File: config.mk
export PLATFORM = sky130hd
export DESIGN_NAME = cdr_rz_recover
export DESIGN_NICKNAME = d
export VERILOG_FILES = /design/src/rtl/cdr_rz_pkg.sv /design/src/rtl/cdr_phase_track.sv /design/src/rtl/cdr_bit_slot.sv /design/src/rtl/cdr_rz_recover.sv
export SDC_FILE = /design/constraint.sdc
export NUM_CORES = 1
export LEC_CHECK = 0
export ABC_AREA = 1
export BUFFER_PORTS_ARGS = -buffer_cell sky130_fd_sc_hd__buf_4
export CAP_MARGIN = 0
export CORE_MARGIN = 1
export CORE_UTILIZATION = 53
export DETAILED_ROUTE_END_ITERATION = 12
export HOLD_SLACK_MARGIN = 0.08
export PLACE_DENSITY = 0.74
export SYNTH_ARGS = -nofsm -noshare
export SYNTH_HDL_FRONTEND = slang
export SYNTH_SLANG_ARGS = --single-unit
File: constraint.sdc
create_clock -name clk_i -period 2.2 [get_ports clk_i]
set_clock_uncertainty 0.15 [all_clocks]
set_input_delay 0.44 -clock clk_i [delete_from_list [all_inputs] [get_ports clk_i]]
set_output_delay 0.44 -clock clk_i [all_outputs]
set_load 0.01 [all_outputs]
File: src/rtl/cdr_rz_pkg.sv
package cdr_rz_pkg;
  typedef struct packed {
    logic pos;
    logic neg;
  } rail_t;
endpackage

File: src/rtl/cdr_phase_track.sv
module cdr_phase_track #(
  parameter int TICKS = 13,
  parameter int PW    = 5
) (
  input  logic clk_i,
  input  logic rst_ni,
  input  logic mark_i,
  input  logic los_i,
  output logic rclk_o,
  output logic wrap_o
);
  localparam int CTR  = TICKS / 2;
  localparam int STEP = TICKS - CTR;
  localparam int HIGH = TICKS / 2;
  localparam int LMIN = STEP;
  localparam int LMAX = TICKS - 1 + STEP;

  logic [PW-1:0] phase_q, len_q, len_w, half_w, hi_lim;
  logic          locked_q, lock_w;

  // first mark of a period re-centres unless signal is lost
  assign lock_w = mark_i & ~locked_q & ~los_i;
  assign len_w  = lock_w ? phase_q + PW'(STEP) : len_q;
  assign wrap_o = (phase_q == len_w - PW'(1));

  assign half_w = len_q >> 1;
  assign hi_lim = (half_w < PW'(HIGH)) ? half_w : PW'(HIGH);
  assign rclk_o = (phase_q < hi_lim);

  always_ff @(posedge clk_i or negedge rst_ni) begin
    if (!rst_ni) begin
      phase_q  <= '0;
      len_q    <= PW'(TICKS);
      locked_q <= 1'b0;
    end else if (wrap_o) begin
      phase_q  <= '0;
      len_q    <= PW'(TICKS);
      locked_q <= 1'b0;
    end else begin
      phase_q <= phase_q + PW'(1);
      if (lock_w) begin
        len_q    <= len_w;
        locked_q <= 1'b1;
      end
    end
  end

  AST_LEN_RANGE: assert property (@(posedge clk_i) disable iff (!rst_ni)
    (len_q >= PW'(LMIN)) && (len_q <= PW'(LMAX)));
  AST_FREE_RUN: assert property (@(posedge clk_i) disable iff (!rst_ni)
    !locked_q |-> len_q == PW'(TICKS));
  AST_REALIGN: assert property (@(posedge clk_i) disable iff (!rst_ni)
    (mark_i && !locked_q && !los_i) |=> len_q == $past(phase_q) + PW'(STEP));
  AST_LOS_HOLD: assert property (@(posedge clk_i) disable iff (!rst_ni)
    (los_i && !locked_q && !wrap_o) |=> $stable(len_q));
  AST_START_HIGH: assert property (@(posedge clk_i) disable iff (!rst_ni)
    wrap_o |=> rclk_o);
endmodule

File: src/rtl/cdr_bit_slot.sv
module cdr_bit_slot
  import cdr_rz_pkg::*;
(
  input  logic  clk_i,
  input  logic  rst_ni,
  input  rail_t mark_i,
  input  logic  wrap_i,
  input  logic  rclk_i,
  output rail_t data_o
);
  rail_t acc_q, pend_q, out_q;
  logic  rclk_q, fall_w;

  assign fall_w = rclk_q & ~rclk_i;
  assign data_o = out_q;

  always_ff @(posedge clk_i or negedge rst_ni) begin
    if (!rst_ni) begin
      acc_q  <= '0;
      pend_q <= '0;
      out_q  <= '0;
      rclk_q <= 1'b1;
    end else begin
      rclk_q <= rclk_i;
      if (wrap_i) begin
        pend_q <= acc_q | mark_i;
        acc_q  <= '0;
      end else begin
        acc_q <= acc_q | mark_i;
      end
      if (fall_w) out_q <= pend_q;
    end
  end

  AST_DATA_HOLD: assert property (@(posedge clk_i) disable iff (!rst_ni)
    !fall_w |=> $stable(data_o));
endmodule

File: src/rtl/cdr_rz_recover.sv
module cdr_rz_recover
  import cdr_rz_pkg::*;
#(
  parameter int TICKS = 13
) (
  input  logic clk_i,
  input  logic rst_ni,
  input  logic pos_mark_i,
  input  logic neg_mark_i,
  input  logic los_i,
  output logic rclk_o,
  output logic rx_pos_o,
  output logic rx_neg_o
);
  localparam int LMAX = TICKS - 1 + (TICKS - TICKS / 2);
  localparam int PW   = $clog2(LMAX + 1);

  rail_t mark_w, data_w;
  logic  wrap_w;

  assign mark_w.pos = pos_mark_i;
  assign mark_w.neg = neg_mark_i;

  cdr_phase_track #(.TICKS(TICKS), .PW(PW)) u_phase (
    .clk_i  (clk_i),
    .rst_ni (rst_ni),
    .mark_i (pos_mark_i | neg_mark_i),
    .los_i  (los_i),
    .rclk_o (rclk_o),
    .wrap_o (wrap_w)
  );

  cdr_bit_slot u_slot (
    .clk_i  (clk_i),
    .rst_ni (rst_ni),
    .mark_i (mark_w),
    .wrap_i (wrap_w),
    .rclk_i (rclk_o),
    .data_o (data_w)
  );

  assign rx_pos_o = data_w.pos;
  assign rx_neg_o = data_w.neg;
endmodule

* Word-level counts from Yosys, hierarchy flattened
Cells that the tools add are included. W data, S select, Z words.
Storage, ports and cells: bits in registers 18, latch bits 0, bits in writable memories 0, bits in read-only memories 0, word-level logic and storage cells 33, memories kept 0
Operators by class: add/subtract/negate cells 3, multipliers 0, div/mod/pow operators 0, $lt $le $gt $ge 2, equality and inequality tests 1, shift-type cells 0, multiplexer cells 8, bitwise logic cells 8, reductions and logical operators 1
Operators by type and width (count):
- $mux W5 | 4
- $add A5 B1 Y5 const B | 1
- $add A5 B3 Y5 const B | 1
- $eq A5 B5 Y1 | 1
- $lt A5 B5 Y1 | 1
- $sub A5 B1 Y5 const B | 1
- $lt A4 B3 Y1 const B | 1
- $mux W4 | 1
- $and A1 B1 Y1 | 3
- $not A1 Y1 | 3
- $mux W1 | 2
- $mux W2 | 1
- $or A2 B2 Y2 | 1
- $reduce_bool A2 Y1 | 1
- $or A1 B1 Y1 | 1

* Depth between registers and ports, before layout
word-level depth 7, mapped depth 17

* Cells and area by module
From an unflattened synthesis, not the netlist that was laid out.
Unflattened totals: cell total of the unflattened synthesis 154, area, all modules 1232.4 um2
By module, submodules not included:
- cdr_phase_track | times used 1, cells an instance 125, area an instance 968.4 um2, seq. area each 279.0 um2
- cdr_bit_slot | times used 1, cells an instance 26, area an instance 252.7 um2, seq. area each 176.4 um2
- cdr_rz_recover | times used 1, cells an instance 3, area an instance 11.3 um2, seq. area each 0.0 um2

* Worst setup path after synthesis
OpenSTA, ideal clock, no wires.
kind register to register, start point register u_phase.phase_q[0], end point register u_phase.phase_q[0], setup time 125 ps, arrival time 1911 ps, data required time 1925 ps, setup slack 14 ps, stages on the path, launching flop included 12, path buffers 0, period minus slack after synthesis 2186 ps, cell sequence dfrtp_1 > inv_1 > ha_1 > nand2_1 > nand2_2 > ha_1 > xor2_1 > o211ai_1 > nor2_2 > nand2_4 > inv_8 > nor2_1
On the way: longest elaborated chain between the ends 5, elaborated cells on any way between the ends 6, those cells by class add/sub (3); eq/ne (1); mux (2)
RTL lines:
- from (decl) | RTL line cdr_phase_track.sv:18 | logic [PW-1:0] phase_q, len_q, len_w, half_w, hi_lim;
- from (signal assigned) | RTL line cdr_phase_track.sv:40 | phase_q <= phase_q + PW'(1);
- $add A5 B3 Y5 | RTL line cdr_phase_track.sv:23 | assign len_w = lock_w ? phase_q + PW'(STEP) : len_q;
- $mux W5 | RTL line cdr_phase_track.sv:23
- $sub A5 B1 Y5 | RTL line cdr_phase_track.sv:24 | assign wrap_o = (phase_q == len_w - PW'(1));
- $eq A5 B5 Y1 | RTL line cdr_phase_track.sv:24
- $mux W5 (*) | RTL line cdr_phase_track.sv:35 | end else if (wrap_o) begin
Mark *: on every way between the ends. The rest lies on a longest branch, timed or not. A chain may end at the register's enable or synchronous reset.

* Worst setup path in the final report
start point register u_phase.len_q[2], end point output rclk_o
On the way: longest elaborated chain between the ends 3
RTL lines:
- from (decl) | RTL line cdr_phase_track.sv:18
- from (signal assigned) | RTL line cdr_phase_track.sv:33 | len_q <= PW'(TICKS);
- from (signal assigned) | RTL line cdr_phase_track.sv:37 | len_q <= PW'(TICKS);
- from (signal assigned) | RTL line cdr_phase_track.sv:42 | len_q <= len_w;
- $lt A4 B3 Y1 | RTL line cdr_phase_track.sv:27 | assign hi_lim = (half_w < PW'(HIGH)) ? half_w : PW'(HIGH);
- $mux W4 (*) | RTL line cdr_phase_track.sv:27
- $lt A5 B5 Y1 (*) | RTL line cdr_phase_track.sv:28 | assign rclk_o = (phase_q < hi_lim);
- to (decl) | RTL line cdr_rz_recover.sv:11 | output logic rclk_o,
Marked as above.

==> impl_metrics.env <==
export IMPL_run_status="complete, but fails checks"
export IMPL_violations="negative setup slack"
export IMPL_fp_coreArea_um2=2020
export IMPL_ys_ff_latch=18
export IMPL_route_vias_total=1086
export IMPL_drt_iter0_drc=40
export IMPL_worst_endpoint_arrival_ps=1690
export IMPL_synth_area_leaders="sky130_fd_sc_hd__dfrtp_1 (30%), sky130_fd_sc_hd__nand2_1 (16%), sky130_fd_sc_hd__dfstp_2 (8.9%), sky130_fd_sc_hd__inv_1 (7.0%), sky130_fd_sc_hd__nand3_1 (6.8%)"
export IMPL_cp_slowest_stage_delay_ps=580
export IMPL_timing_hold_worst_class="input port to register"
export IMPL_yosysSeqAreaShare_pct=38.4
export IMPL_synthMuxAreaShare_pct=0
export IMPL_seqCellArea_um2=457
export IMPL_ctsLongestPathBuffers=2
export IMPL_synthCells=161
export IMPL_share_of_total_power_consumed_by_net_switching_pct=45.9
export IMPL_fraction_of_final_layout_cells_sized_beyond_drive_strength_1_pct=32.4
export IMPL_detail_route_wirelength_um=2700
export IMPL_ys_types=25
export IMPL_synth_async_reset_ratio_pct=100
export IMPL_footprint_of_the_multi_input_gates_um2=673
export IMPL_crit_path_cell_trace="nor2_4 > ha_4 > a21o_1 > nand2_1 > nand2_1 > nand2_1 > nand2_2 > inv_2 > buf_6"
export IMPL_min_period_over_period_pct=104
export IMPL_detail_route_first_pass_iterations=4
export IMPL_syn_mean_instance_area_um2=7.36
export IMPL_placed_cell_area_um2=1310
export IMPL_dieArea_um2=2430
export IMPL_cellLeakagePower_nw=0.780
export IMPL_launching_element_type_of_the_critical_path="register"
export IMPL_vias_per_cell=5.12
export IMPL_synthDominantCellAreaShare_pct=29.6
export IMPL_syn_cell_area_um2=1180
export IMPL_ys_dominant_reg_cell="sky130_fd_sc_hd__dfrtp_1"
export IMPL_syn_num_nets=172
export IMPL_grt_total_usage_pct=25.2
export IMPL_chipHeight_um=49.3
export IMPL_rsz0062_at_grt="true"
export IMPL_fin_nets=197
export IMPL_cts_buffers=3
export IMPL_clk_insertion_delay_late_ps=300
export IMPL_internal_power_w=0.00133
export IMPL_data_required_time_at_the_worst_endpoint_ps=1610
export IMPL_ant_nets=0
export IMPL_power_frac_comb_pct=64.4
export IMPL_type_of_the_worst_setup_path="register to output port"
export IMPL_worstSetupEndpointType="output port"
export IMPL_cts_max_level=1
export IMPL_num_io_pins=8
export IMPL_initial_utilization_pct=58.6
export IMPL_synth_fa_ha_area_share_pct=6.34
export IMPL_power_net_switching_w=0.00113
export IMPL_setup_viol=1
export IMPL_num_rows=16
export IMPL_buffer_ports_inserted=7
export IMPL_clk_root_buffer_cell="sky130_fd_sc_hd__clkbuf_4"
export IMPL_simple_gate_share_of_the_synthesized_area_pct=36.1
export IMPL_finalMaxSlewViolations=0
export IMPL_max_clock_freq_mhz=438
export IMPL_cts_clk_slew_worst_paths_ps=100
export IMPL_yosys_top_cell_by_area="sky130_fd_sc_hd__dfrtp_1"
export IMPL_count_of_clock_tree_sinks=18
export IMPL_report_final_hold_viol_count=0
export IMPL_yosys_top_cells_count="sky130_fd_sc_hd__nand2_1 (50), sky130_fd_sc_hd__inv_1 (22), sky130_fd_sc_hd__nand3_1 (16)"
export IMPL_synth_edff_count=0
export IMPL_cpMostUsedCell="sky130_fd_sc_hd__nand2_1"
export IMPL_antenna_diode_count=0
export IMPL_total_power_w=0.00247
export IMPL_finish_instance_area_um2=1480
export IMPL_sequentialPowerShare_pct=27.3
export IMPL_num_fill_cells=160
export IMPL_synth_compound_area_share_pct=4.96
export IMPL_first_global_vias=1068
export IMPL_gp_congestion=0.857
export IMPL_most_common_cell_in_the_synthesized_netlist="sky130_fd_sc_hd__nand2_1"
export IMPL_fin_util_pct=73.3
export IMPL_yosysWarnings=0
export IMPL_vdd_ir_drop_max_mv=1.01
export IMPL_synthXorXnorAreaFrac_pct=2.96
export IMPL_pin_count_of_the_biggest_net_entering_global_routing=19
export IMPL_grt_pass1_wl_um=4590
export IMPL_post_route_drc_count=0
export IMPL_synth_top_family_by_area="simple AND/OR/NAND/NOR gates"
export IMPL_cts_tree="done"
export IMPL_initial_antenna_violation_count=0
export IMPL_avgRoutedWirePerCell_um=12.7
export IMPL_min_period_ps=2280
export IMPL_crit_slowest_cell="sky130_fd_sc_hd__dfstp_2"
export IMPL_path_max_fanout=2
export IMPL_power_clock_fraction_pct=8.3
export IMPL_die_w_um=49.3
export IMPL_flow_area_growth_from_synthesis_pct=25.1
export IMPL_finalWorstSetupSlack_ps=-81.5
export IMPL_gr_ovfl_total=0
export IMPL_pwr_density_cell_nw_per_um2=1660
export IMPL_maxCapViolCount=0
export IMPL_detailedPlacementHpwl_um=1790
-- cell type report --
| class | count | area share [%] |
|---|---|---|
| multi-input combinational | 115 | 45.4 |
| sequential | 18 | 30.8 |
| timing repair buffer | 22 | 11.8 |
| inverter | 25 | 6.84 |
| clock buffer | 4 | 2.45 |
| tap | 27 | 2.28 |
| timing repair inverter | 1 | 0.422 |
-- final timing paths --
kind | end | cells after the start | slack, ps | startpoint
setup reg to reg | u_phase.phase_q[0]$_DFF_PN0_ | 15 | 30 | u_phase.phase_q[1]$_DFF_PN0_
min in group asynchronous | u_slot.pend_q[1]$_DFFE_PN0N_ | 2 | 380 | rst_ni
hold / removal | u_slot.acc_q[1]$_DFF_PN0_ | 3 | 250 | pos_mark_i
max in group asynchronous | u_phase.len_q[0]$_DFFE_PN1P_ | 2 | 1270 | rst_ni
hold reg to reg | u_slot.data_o[1]$_DFFE_PN0P_ | 2 | 330 | u_slot.data_o[1]$_DFFE_PN0P_
setup / recovery | rclk_o | 9 | -80 | u_phase.len_q[2]$_DFFE_PN1P_
-- flip-flops by register name (all words and copies together), names as in the netlist --
signal,count
u_phase.phase_q,5
u_slot.pend_q,2
u_slot.data_o,2
u_phase.len_q,5
u_slot.rclk_q,1
u_slot.acc_q,2
u_phase.locked_q,1
-- kinds of logic after synthesis --
group / after synthesis
AO/OA/AOI/OAI: 9
XOR/XNOR: 4
adder cells (fa/ha/maj): 6
buffers and inverters: 28
flip-flops: 18
other: 1
AND/OR/NAND/NOR: 95
-- power groups by stage --
stage,clock [W],sequential (W),combinational (W)
after global routing,0.000218,0.000697,0.00178
final,0.000204,0.000674,0.00159
after detailed placement,0,0.000667,0.00128
after global placement,0,0.000663,0.00123
after floorplan,0,0.000629,0.000943
after CTS,0.000207,0.000659,0.00141
-- cells in the final DEF (no fill, tap or decap), types with 3 or more instances in the layout --
| cell | Yosys | final |
|---|---|---|
| sky130_fd_sc_hd__nand2_1 | 50 | 47 |
| sky130_fd_sc_hd__inv_1 | 22 | 19 |
| sky130_fd_sc_hd__buf_4 | 0 | 19 |
| sky130_fd_sc_hd__nand3_1 | 16 | 16 |
| sky130_fd_sc_hd__dfrtp_1 | 14 | 13 |
| sky130_fd_sc_hd__nor2_1 | 14 | 12 |
| sky130_fd_sc_hd__nor2_2 | 8 | 8 |
| sky130_fd_sc_hd__nand2_2 | 4 | 6 |
| sky130_fd_sc_hd__inv_2 | 1 | 4 |
| sky130_fd_sc_hd__dfstp_2 | 4 | 4 |
| sky130_fd_sc_hd__nor2_4 | 1 | 3 |
| sky130_fd_sc_hd__xor2_1 | 3 | 3 |
| sky130_fd_sc_hd__o211ai_1 | 3 | 3 |
| sky130_fd_sc_hd__ha_4 | 0 | 3 |
| sky130_fd_sc_hd__ha_1 | 6 | 3 |
| sky130_fd_sc_hd__clkbuf_4 | 0 | 3 |
-- critical path: cells and delay by family (launching register included) --
| family | cells | cell delay [ps] |
|---|---|---|
| adders and majority gates | 1 | 200 |
| buffers and inverters | 2 | 150 |
| DFF | 1 | 580 |
| AOI/OAI and AO/OA | 1 | 170 |
| and+or+nand+nor | 5 | 290 |
-- metrics by stage --
stage | hold WS [ps] | worst slack [ps] | instances | setup TNS (ps)
after floorplan | -5.59 | 14.3 | 161 | 0
after global placement | 170 | 33.3 | 201 | 0
after detailed placement | 172 | -47.5 | 201 | -412
after CTS | 255 | -144 | 209 | -144
after global routing | 273 | -180 | 212 | -597
final | 248 | -81.5 | 212 | -81.5
-- routing by layer --
metal  track usage [%]  up-vias  share of wire, %
li1                  -      544                 -
met1              31.3      509                42
met2              42.2       24                51
met3              4.67        9               4.7
met4              11.3        0               2.6
met5                 0        -                 0
-- repair_timing --
action,4_1_cts,5_1_grt
cloned,0,1
gates resized for setup,7,12
hold endpoints to repair,14,0
pin swaps,4,12
endpoints found under the setup margin,1,16
hold buffers,1,0
setup buffers,3,2
Note: power is estimated with default switching activity, not from simulation.
